File: config.mk
export PLATFORM = sky130hd
export DESIGN_NAME = pixel_window_store
export DESIGN_NICKNAME = d
export VERILOG_FILES = /design/src/rtl/pwin_pkg.sv /design/src/rtl/pwin_decode.sv /design/src/rtl/pwin_lane.sv /design/src/rtl/pwin_store.sv /design/src/rtl/pixel_window_store.sv
export SDC_FILE = /design/constraint.sdc
export NUM_CORES = 2
export LEC_CHECK = 0
export BUFFER_PORTS_ARGS = -buffer_cell sky130_fd_sc_hd__buf_2
export CORE_MARGIN = 2
export CORE_UTILIZATION = 40
export CTS_BUF_LIST = sky130_fd_sc_hd__clkbuf_4 sky130_fd_sc_hd__clkbuf_8
export DETAILED_ROUTE_END_ITERATION = 6
export GPL_ROUTABILITY_DRIVEN = 0
export PLACE_DENSITY = 0.68
export SETUP_SLACK_MARGIN = 0.02
export SYNTH_ARGS = -nofsm -noshare
export SYNTH_HDL_FRONTEND = slang
export SYNTH_SLANG_ARGS = --single-unit
File: constraint.sdc
create_clock -name clk -period 3.05 [get_ports clk]
set_clock_uncertainty 0.05 [all_clocks]
set_input_delay 0.61 -clock clk [delete_from_list [all_inputs] [get_ports clk]]
set_output_delay 0.61 -clock clk [all_outputs]
set_load 0.1 [all_outputs]
File: src/rtl/pwin_pkg.sv
package pwin_pkg;
  localparam int PIX_W = 26;
  localparam int BUS_W = 32;

  typedef enum logic [1:0] {
    WIN_BYTE   = 2'b00,
    WIN_COLOUR = 2'b01,
    WIN_FULL   = 2'b10,
    WIN_NONE   = 2'b11
  } win_t;

  // Word stored after a host write through window w.
  function automatic logic [PIX_W-1:0] merge_word(win_t w, logic [PIX_W-1:0] old,
                                                   logic [BUS_W-1:0] wd);
    case (w)
      WIN_BYTE:   return {old[25:8], wd[7:0]};
      WIN_COLOUR: return {old[25:24], wd[23:0]};
      WIN_FULL:   return wd[25:0];
      default:    return old;
    endcase
  endfunction

  // Host-visible form of a stored word through window w.
  function automatic logic [BUS_W-1:0] view_word(win_t w, logic [PIX_W-1:0] word);
    case (w)
      WIN_BYTE:   return {24'd0, word[7:0]};
      WIN_COLOUR: return {8'd0, word[23:0]};
      WIN_FULL:   return {6'd0, word};
      default:    return '0;
    endcase
  endfunction
endpackage

File: src/rtl/pwin_decode.sv
module pwin_decode
  import pwin_pkg::*;
#(
  parameter int ADDR_W = 20,
  parameter int DEPTH  = 48,
  parameter int IDX_W  = 6
) (
  input  logic [ADDR_W-1:0] addr,
  output win_t              win,
  output logic [IDX_W-1:0]  idx,
  output logic              hit
);
  localparam int OFF_W = ADDR_W - 2;

  logic [OFF_W-1:0] off;

  assign off = addr[OFF_W-1:0];
  assign win = win_t'(addr[ADDR_W-1 -: 2]);
  assign idx = off[IDX_W-1:0];
  // Full-width compare so that large offsets never alias a real pixel.
  assign hit = (win != WIN_NONE) && (off < OFF_W'(DEPTH));
endmodule

File: src/rtl/pwin_lane.sv
module pwin_lane
  import pwin_pkg::*;
(
  input  win_t             win,
  input  logic             hit,
  input  logic [PIX_W-1:0] old_word,
  input  logic [BUS_W-1:0] wdata,
  output logic [PIX_W-1:0] new_word,
  output logic [BUS_W-1:0] view
);
  assign new_word = merge_word(win, old_word, wdata);
  assign view     = hit ? view_word(win, old_word) : '0;
endmodule

File: src/rtl/pwin_store.sv
module pwin_store
  import pwin_pkg::*;
#(
  parameter int DEPTH = 48,
  parameter int IDX_W = 6
) (
  input  logic             clk,
  input  logic             rst,
  input  logic             wr_fire,
  input  logic [IDX_W-1:0] wr_idx,
  input  logic [PIX_W-1:0] wr_word,
  input  logic [IDX_W-1:0] look_idx,
  output logic [PIX_W-1:0] look_word,
  input  logic [IDX_W-1:0] scan_idx,
  output logic [PIX_W-1:0] scan_word
);
  logic [PIX_W-1:0] mem [DEPTH];
  logic             look_ok;
  logic             scan_ok;

  assign look_ok   = 32'(look_idx) < DEPTH;
  assign scan_ok   = 32'(scan_idx) < DEPTH;
  assign look_word = look_ok ? mem[look_idx] : '0;

  always_ff @(posedge clk) begin
    if (rst) begin
      for (int i = 0; i < DEPTH; i++) mem[i] <= '0;
      scan_word <= '0;
    end else begin
      if (wr_fire) mem[wr_idx] <= wr_word;
      scan_word <= scan_ok ? mem[scan_idx] : '0;
    end
  end

  // the decoder never lets a write reach past the array
  a_r6_write_in_range: assert property (@(posedge clk) disable iff (rst)
    wr_fire |-> (32'(wr_idx) < DEPTH));

  // an accepted write lands whole in its word
  a_r3_write_lands: assert property (@(posedge clk) disable iff (rst)
    wr_fire |=> (mem[$past(wr_idx)] == $past(wr_word)));
endmodule

File: src/rtl/pixel_window_store.sv
module pixel_window_store
  import pwin_pkg::*;
#(
  parameter int ADDR_W = 20,
  parameter int DEPTH  = 48,
  localparam int IDX_W = (DEPTH > 1) ? $clog2(DEPTH) : 1
) (
  input  logic             clk,
  input  logic             rst,
  input  logic [ADDR_W-1:0] bus_addr,
  input  logic             bus_we,
  input  logic [31:0]      bus_wdata,
  output logic [31:0]      rd_data,
  input  logic [IDX_W-1:0] scan_addr,
  output logic [25:0]      scan_data
);
  win_t             win;
  logic [IDX_W-1:0] idx;
  logic             hit;
  logic             wr_fire;
  logic [PIX_W-1:0] old_word;
  logic [PIX_W-1:0] new_word;
  logic [BUS_W-1:0] view;

  pwin_decode #(.ADDR_W(ADDR_W), .DEPTH(DEPTH), .IDX_W(IDX_W)) u_dec (
    .addr(bus_addr), .win(win), .idx(idx), .hit(hit)
  );

  pwin_lane u_lane (
    .win(win), .hit(hit), .old_word(old_word), .wdata(bus_wdata),
    .new_word(new_word), .view(view)
  );

  assign wr_fire = bus_we && hit;

  pwin_store #(.DEPTH(DEPTH), .IDX_W(IDX_W)) u_store (
    .clk(clk), .rst(rst),
    .wr_fire(wr_fire), .wr_idx(idx), .wr_word(new_word),
    .look_idx(idx), .look_word(old_word),
    .scan_idx(scan_addr), .scan_word(scan_data)
  );

  always_ff @(posedge clk) begin
    if (rst) rd_data <= '0;
    else     rd_data <= view;
  end

  // outputs are clear in the first cycle after reset
  a_r1_reset_zero: assert property (@(posedge clk) disable iff (rst)
    $past(rst) |-> (rd_data == 32'd0 && scan_data == 26'd0));

  // the unmapped window reads zero
  a_r2_none_reads_zero: assert property (@(posedge clk) disable iff (rst)
    (win == WIN_NONE) |=> (rd_data == 32'd0));

  // full-control reads have a zero pad above bit 25
  a_r3_full_pad: assert property (@(posedge clk) disable iff (rst)
    (win == WIN_FULL) |=> (rd_data[31:26] == 6'd0));

  // colour-only writes keep the mode bits
  a_r4_mode_kept: assert property (@(posedge clk) disable iff (rst)
    (wr_fire && win == WIN_COLOUR) |-> (new_word[25:24] == old_word[25:24]));

  // colour-only reads have a zero upper byte
  a_r4_colour_pad: assert property (@(posedge clk) disable iff (rst)
    (win == WIN_COLOUR) |=> (rd_data[31:24] == 8'd0));

  // byte writes keep stored bits 25:8
  a_r5_upper_kept: assert property (@(posedge clk) disable iff (rst)
    (wr_fire && win == WIN_BYTE) |-> (new_word[25:8] == old_word[25:8]));

  // byte reads return only the low eight bits
  a_r5_byte_pad: assert property (@(posedge clk) disable iff (rst)
    (win == WIN_BYTE) |=> (rd_data[31:8] == 24'd0));

  // out-of-range offsets read zero
  a_r6_miss_zero: assert property (@(posedge clk) disable iff (rst)
    (!hit) |=> (rd_data == 32'd0));
endmodule

==> impl_metrics.xml <==
<?xml version="1.0" encoding="UTF-8"?>
<metrics>
  <group name="cts">
    <metric name="ctsHtreeMaxLevel" unit="">4</metric>
    <metric name="cts_root_buffer" unit="">sky130_fd_sc_hd__clkbuf_8</metric>
    <metric name="cts.reportedPaths.clkPinSlew" unit="ps">70</metric>
    <metric name="post_cts_resize_count" unit="">0</metric>
    <metric name="clock_latency" unit="ps">990</metric>
    <metric name="cts_made_buffers" unit="">209</metric>
    <metric name="clockBufferDepth" unit="">3</metric>
    <metric name="clock_sink_count" unit="">1300</metric>
    <metric name="tritoncts" unit="">built</metric>
  </group>
  <group name="synth">
    <metric name="postSynthCellCount" unit="">5283</metric>
    <metric name="synth.cell_area" unit="sq um">67600</metric>
    <metric name="postSynth.topFlopCell" unit="">sky130_fd_sc_hd__edfxtp_1</metric>
    <metric name="largest_area_contributor_in_the_synthesized_netlist" unit="">sky130_fd_sc_hd__edfxtp_1</metric>
    <metric name="syn_avg_cell_area" unit="sq um">12.8</metric>
    <metric name="ys_seq_area_share" unit="%">57.0</metric>
    <metric name="synthMostInstantiatedCell" unit="">sky130_fd_sc_hd__edfxtp_1</metric>
    <metric name="synth-seq-cells" unit="">1300</metric>
    <metric name="yosys_warnings" unit="">0</metric>
    <metric name="synthDominantCellAreaShare" unit="%">55.5</metric>
    <metric name="postSynth.asyncResetShare" unit="%">0</metric>
    <metric name="synth.lib_cells_used.distinct" unit="">75</metric>
    <metric name="synth-edff-count" unit="">1248</metric>
    <metric name="synthTopCellsByArea" unit="">sky130_fd_sc_hd__edfxtp_1 55%, sky130_fd_sc_hd__mux4_2 9.1%, sky130_fd_sc_hd__mux2i_1 8.1%</metric>
    <metric name="yosys-top-cells-count" unit="">1248 x sky130_fd_sc_hd__edfxtp_1, 900 x sky130_fd_sc_hd__nor3_1, 544 x sky130_fd_sc_hd__mux2i_1</metric>
  </group>
  <group name="sta">
    <metric name="setup_violations" unit="">0</metric>
    <metric name="max-slew-margin-rel" unit="%">-8.62</metric>
    <metric name="layout_setup_ws" unit="ps">238</metric>
    <metric name="rsz0062_at_grt" unit="">no</metric>
    <metric name="layout_min_cycle_time" unit="ps">2810</metric>
    <metric name="finalHoldViolations" unit="">0</metric>
    <metric name="maxSlewViolCount" unit="">2</metric>
    <metric name="layout_worst_path_cycle_share" unit="%">92.2</metric>
    <metric name="slew_worst_pin" unit="ps">1620</metric>
    <metric name="achievable-frequency" unit="MHz">356</metric>
  </group>
  <group name="routing">
    <metric name="wire_per_inst" unit="um">32.9</metric>
    <metric name="number_of_design_rule_violations_left_after_detail_routing" unit="">0</metric>
    <metric name="initialDrtViolationCount" unit="">10000</metric>
    <metric name="num_vias" unit="">55300</metric>
    <metric name="ant_nets" unit="">0</metric>
    <metric name="dr.pass1.iters" unit="">6</metric>
    <metric name="detail_route.vias_per_cell" unit="">6.81</metric>
    <metric name="totalWireLength" unit="mm">268</metric>
  </group>
  <group name="setup_path">
    <metric name="cpLargestDelayFamily" unit="">compound AO/OA/AOI/OAI gates</metric>
    <metric name="crit_path_required_time" unit="ps">3710</metric>
    <metric name="critPathArrivalTime" unit="ps">3470</metric>
    <metric name="crit_slowest_cell" unit="">sky130_fd_sc_hd__o31ai_1</metric>
    <metric name="critical_r2r_launch" unit="">u_store.mem[47][24]</metric>
    <metric name="regToRegEndpoint" unit="">u_store.mem[38][24]</metric>
    <metric name="critical_path.most_common_cell" unit="">sky130_fd_sc_hd__buf_4</metric>
    <metric name="cp_cell_sequence" unit="">mux2i_1 -&gt; o22ai_1 -&gt; o31ai_1 -&gt; buf_4 -&gt; o2111ai_1 -&gt; buf_4 -&gt; a2111oi_4 -&gt; buf_4 -&gt; nor3_1</metric>
    <metric name="path_depth" unit="">9</metric>
    <metric name="regToRegSetupSlack" unit="ps">240</metric>
    <metric name="critPathBufInv" unit="">3</metric>
    <metric name="crit_start" unit="">u_store.mem[47][24]</metric>
    <metric name="endpoint_kind" unit="">register</metric>
    <metric name="class_of_the_most_critical_setup_path" unit="">reg2reg</metric>
    <metric name="reg2regPathDepth" unit="">9</metric>
    <metric name="critical_path_end" unit="">u_store.mem[38][24]</metric>
    <metric name="critPathMaxFanout" unit="">24</metric>
    <metric name="setup.worst_path.start_class" unit="">register</metric>
    <metric name="critical_path_s_largest_stage_delay" unit="ps">490</metric>
  </group>
  <group name="grt">
    <metric name="global_route.usage.total" unit="%">30.2</metric>
    <metric name="grt_remaining_overflow" unit="">0</metric>
    <metric name="first_global_vias" unit="">53800</metric>
    <metric name="antenna_found_initial" unit="">11</metric>
    <metric name="grt_max_degree" unit="">75</metric>
    <metric name="grt_first_pass_wirelength" unit="mm">378</metric>
  </group>
  <group name="pwr">
    <metric name="worst_ir_drop_vdd" unit="mV">0.504</metric>
    <metric name="power_total" unit="mW">43.1</metric>
    <metric name="leakagePower" unit="nW">30.3</metric>
    <metric name="p_per_area" unit="nW/um^2">531</metric>
  </group>
  <group name="final_layout">
    <metric name="design.final.nets" unit="">5815</metric>
    <metric name="area_delta_synth_final" unit="%">20.1</metric>
    <metric name="final_cell_area" unit="sq um">81100</metric>
    <metric name="final_layout_size_suffix_gt1_share" unit="%">28.1</metric>
    <metric name="multi_input_comb_area" unit="sq um">26400</metric>
    <metric name="ff_latch_area" unit="sq um">38500</metric>
    <metric name="layout.filler_cells" unit="">14400</metric>
  </group>
  <group name="floorplan">
    <metric name="floorplan.io_pins" unit="">119</metric>
    <metric name="horizontal_die_dimension" unit="um">415</metric>
    <metric name="chip_height" unit="um">415</metric>
    <metric name="start_util" unit="%">40.4</metric>
    <metric name="rows" unit="">150</metric>
    <metric name="coreArea" unit="sq um">167000</metric>
    <metric name="total_die_area" unit="sq um">172000</metric>
  </group>
  <group name="place">
    <metric name="pre_cts_slack" unit="ps">-424</metric>
    <metric name="post_dp_cell_area" unit="sq um">76900</metric>
    <metric name="numPortBuffers" unit="">106</metric>
    <metric name="dp_hpwl" unit="mm">182</metric>
  </group>
  <group name="run_status">
    <metric name="status" unit="">finished, violations left</metric>
    <metric name="violations" unit="">capacitance limit, slew limit</metric>
  </group>
  <group name="job">
    <metric name="maxCapViolations" unit="">1</metric>
  </group>
  <group name="hold_path">
    <metric name="worst_hold_startpoint" unit="">bus_wdata[22]</metric>
    <metric name="min-delay-path-class" unit="">in2reg</metric>
  </group>
</metrics>
-- power by group --
group | switching (mW) | internal [mW] | total, mW
Clock | 7.32 | 8.38 | 15.7
Combinational | 4.28 | 2.52 | 6.80
Sequential | 0.412 | 20.2 | 20.6
-- worst reg2reg max path: cells and delay by family (launching register included) --
kind            cells  cell delay [ps]
buf+inv             3              730
compound gates      4             1050
mux                 1              170
flops               1              410
simple gates        1              130
-- routing by layer --
metal  wire length (um)  GRT usage (%)  vias to the layer above
met4              23000           22.5                        8
met5                 77              0                        -
li1                   -              -                    21800
met2             115000           44.4                     5329
met1              88600           38.1                    27000
met3              40600           8.22                     1160
-- through the flow --
stage	std cells	setup TNS [ps]	utilization, %	hold slack, ps
6_report	8126	0	48.5	152
5_1_grt	8126	0	48.5	142
4_1_cts	8122	0	48.5	82.3
3_5_place_dp	7746	-245790	45.9	785
3_3_place_gp	7746	-210710	45.9	774
2_1_floorplan	5288	-15790	-	606
-- layout make-up --
type / instances / share of cell area [%]
Sequential cell: 1300 / 47.5
Multi-Input combinational cell: 3322 / 32.5
Timing Repair Buffer: 903 / 11.3
Clock buffer: 299 / 4.47
Tap cell: 2204 / 3.40
Clock inverter: 76 / 0.754
Inverter: 18 / 0.0848
Antenna cell: 4 / 0.0123
-- worst min-delay path by stage --
stage	end	slack, ps	depth (start not counted)
after floorplan	rd_data[5]	610	4
after global routing	u_store.mem[32][22]	140	3
after CTS	u_store.mem[33][22]	80	3
final	u_store.mem[35][22]	150	3
after detailed placement	rd_data[7]	780	4
after global placement	rd_data[6]	770	4
-- state kept, by name, indices dropped and copies added, names as in the netlist --
signal             count
rd_data               26
u_store.mem         1248
u_store.scan_word     26
-- layout by cell type (no fill, tap or decap), types with 10 or more instances in the layout --
master                     count
sky130_fd_sc_hd__edfxtp_1   1248
sky130_fd_sc_hd__nor3_1      899
sky130_fd_sc_hd__buf_4       588
sky130_fd_sc_hd__mux2i_1     544
sky130_fd_sc_hd__nor2_1      447
sky130_fd_sc_hd__mux4_2      273
sky130_fd_sc_hd__clkbuf_8    222
sky130_fd_sc_hd__buf_12      208
sky130_fd_sc_hd__o22ai_1     190
sky130_fd_sc_hd__a221oi_1    126
sky130_fd_sc_hd__buf_2       100
sky130_fd_sc_hd__nand2_1      93
sky130_fd_sc_hd__o21ai_0      84
sky130_fd_sc_hd__clkbuf_4     78
sky130_fd_sc_hd__a21oi_1      77
sky130_fd_sc_hd__a221o_1      72
sky130_fd_sc_hd__dfxtp_1      52
sky130_fd_sc_hd__nand2b_2     49
sky130_fd_sc_hd__a22oi_1      48
sky130_fd_sc_hd__a22o_1       40
sky130_fd_sc_hd__clkinv_1     33
sky130_fd_sc_hd__and3_1       31
sky130_fd_sc_hd__o221ai_1     31
sky130_fd_sc_hd__nor2_4       29
sky130_fd_sc_hd__a211oi_1     28
sky130_fd_sc_hd__nand2b_1     27
sky130_fd_sc_hd__clkinv_2     22
sky130_fd_sc_hd__o22a_1       22
sky130_fd_sc_hd__mux2_2       20
sky130_fd_sc_hd__inv_1        14
sky130_fd_sc_hd__o32ai_1      13
sky130_fd_sc_hd__a31oi_1      12
sky130_fd_sc_hd__o31ai_1      11
sky130_fd_sc_hd__nand3_1      11
sky130_fd_sc_hd__o211ai_1     10
-- repair_timing --
item / 4_1_cts / 5_1_grt
hold buffers: 1 / 0
setup buffers: 0 / 0
hold endpoints to repair: 3 / 0
setup endpoints to repair: 0 / 0
-- kinds of logic after synthesis --
kind of cell              count (synthesis)  synth area share, %
and+or+nand+nor                        1682                 12.1
buffers and inverters                   666                 4.77
other                                     1              0.00555
AOI/OAI and AO/OA                       793                 8.61
xor gates and xnor gates                  2               0.0259
muxes                                   839                 17.5
DFF                                    1300                 57.0
Power figures use the tool's default switching activity.
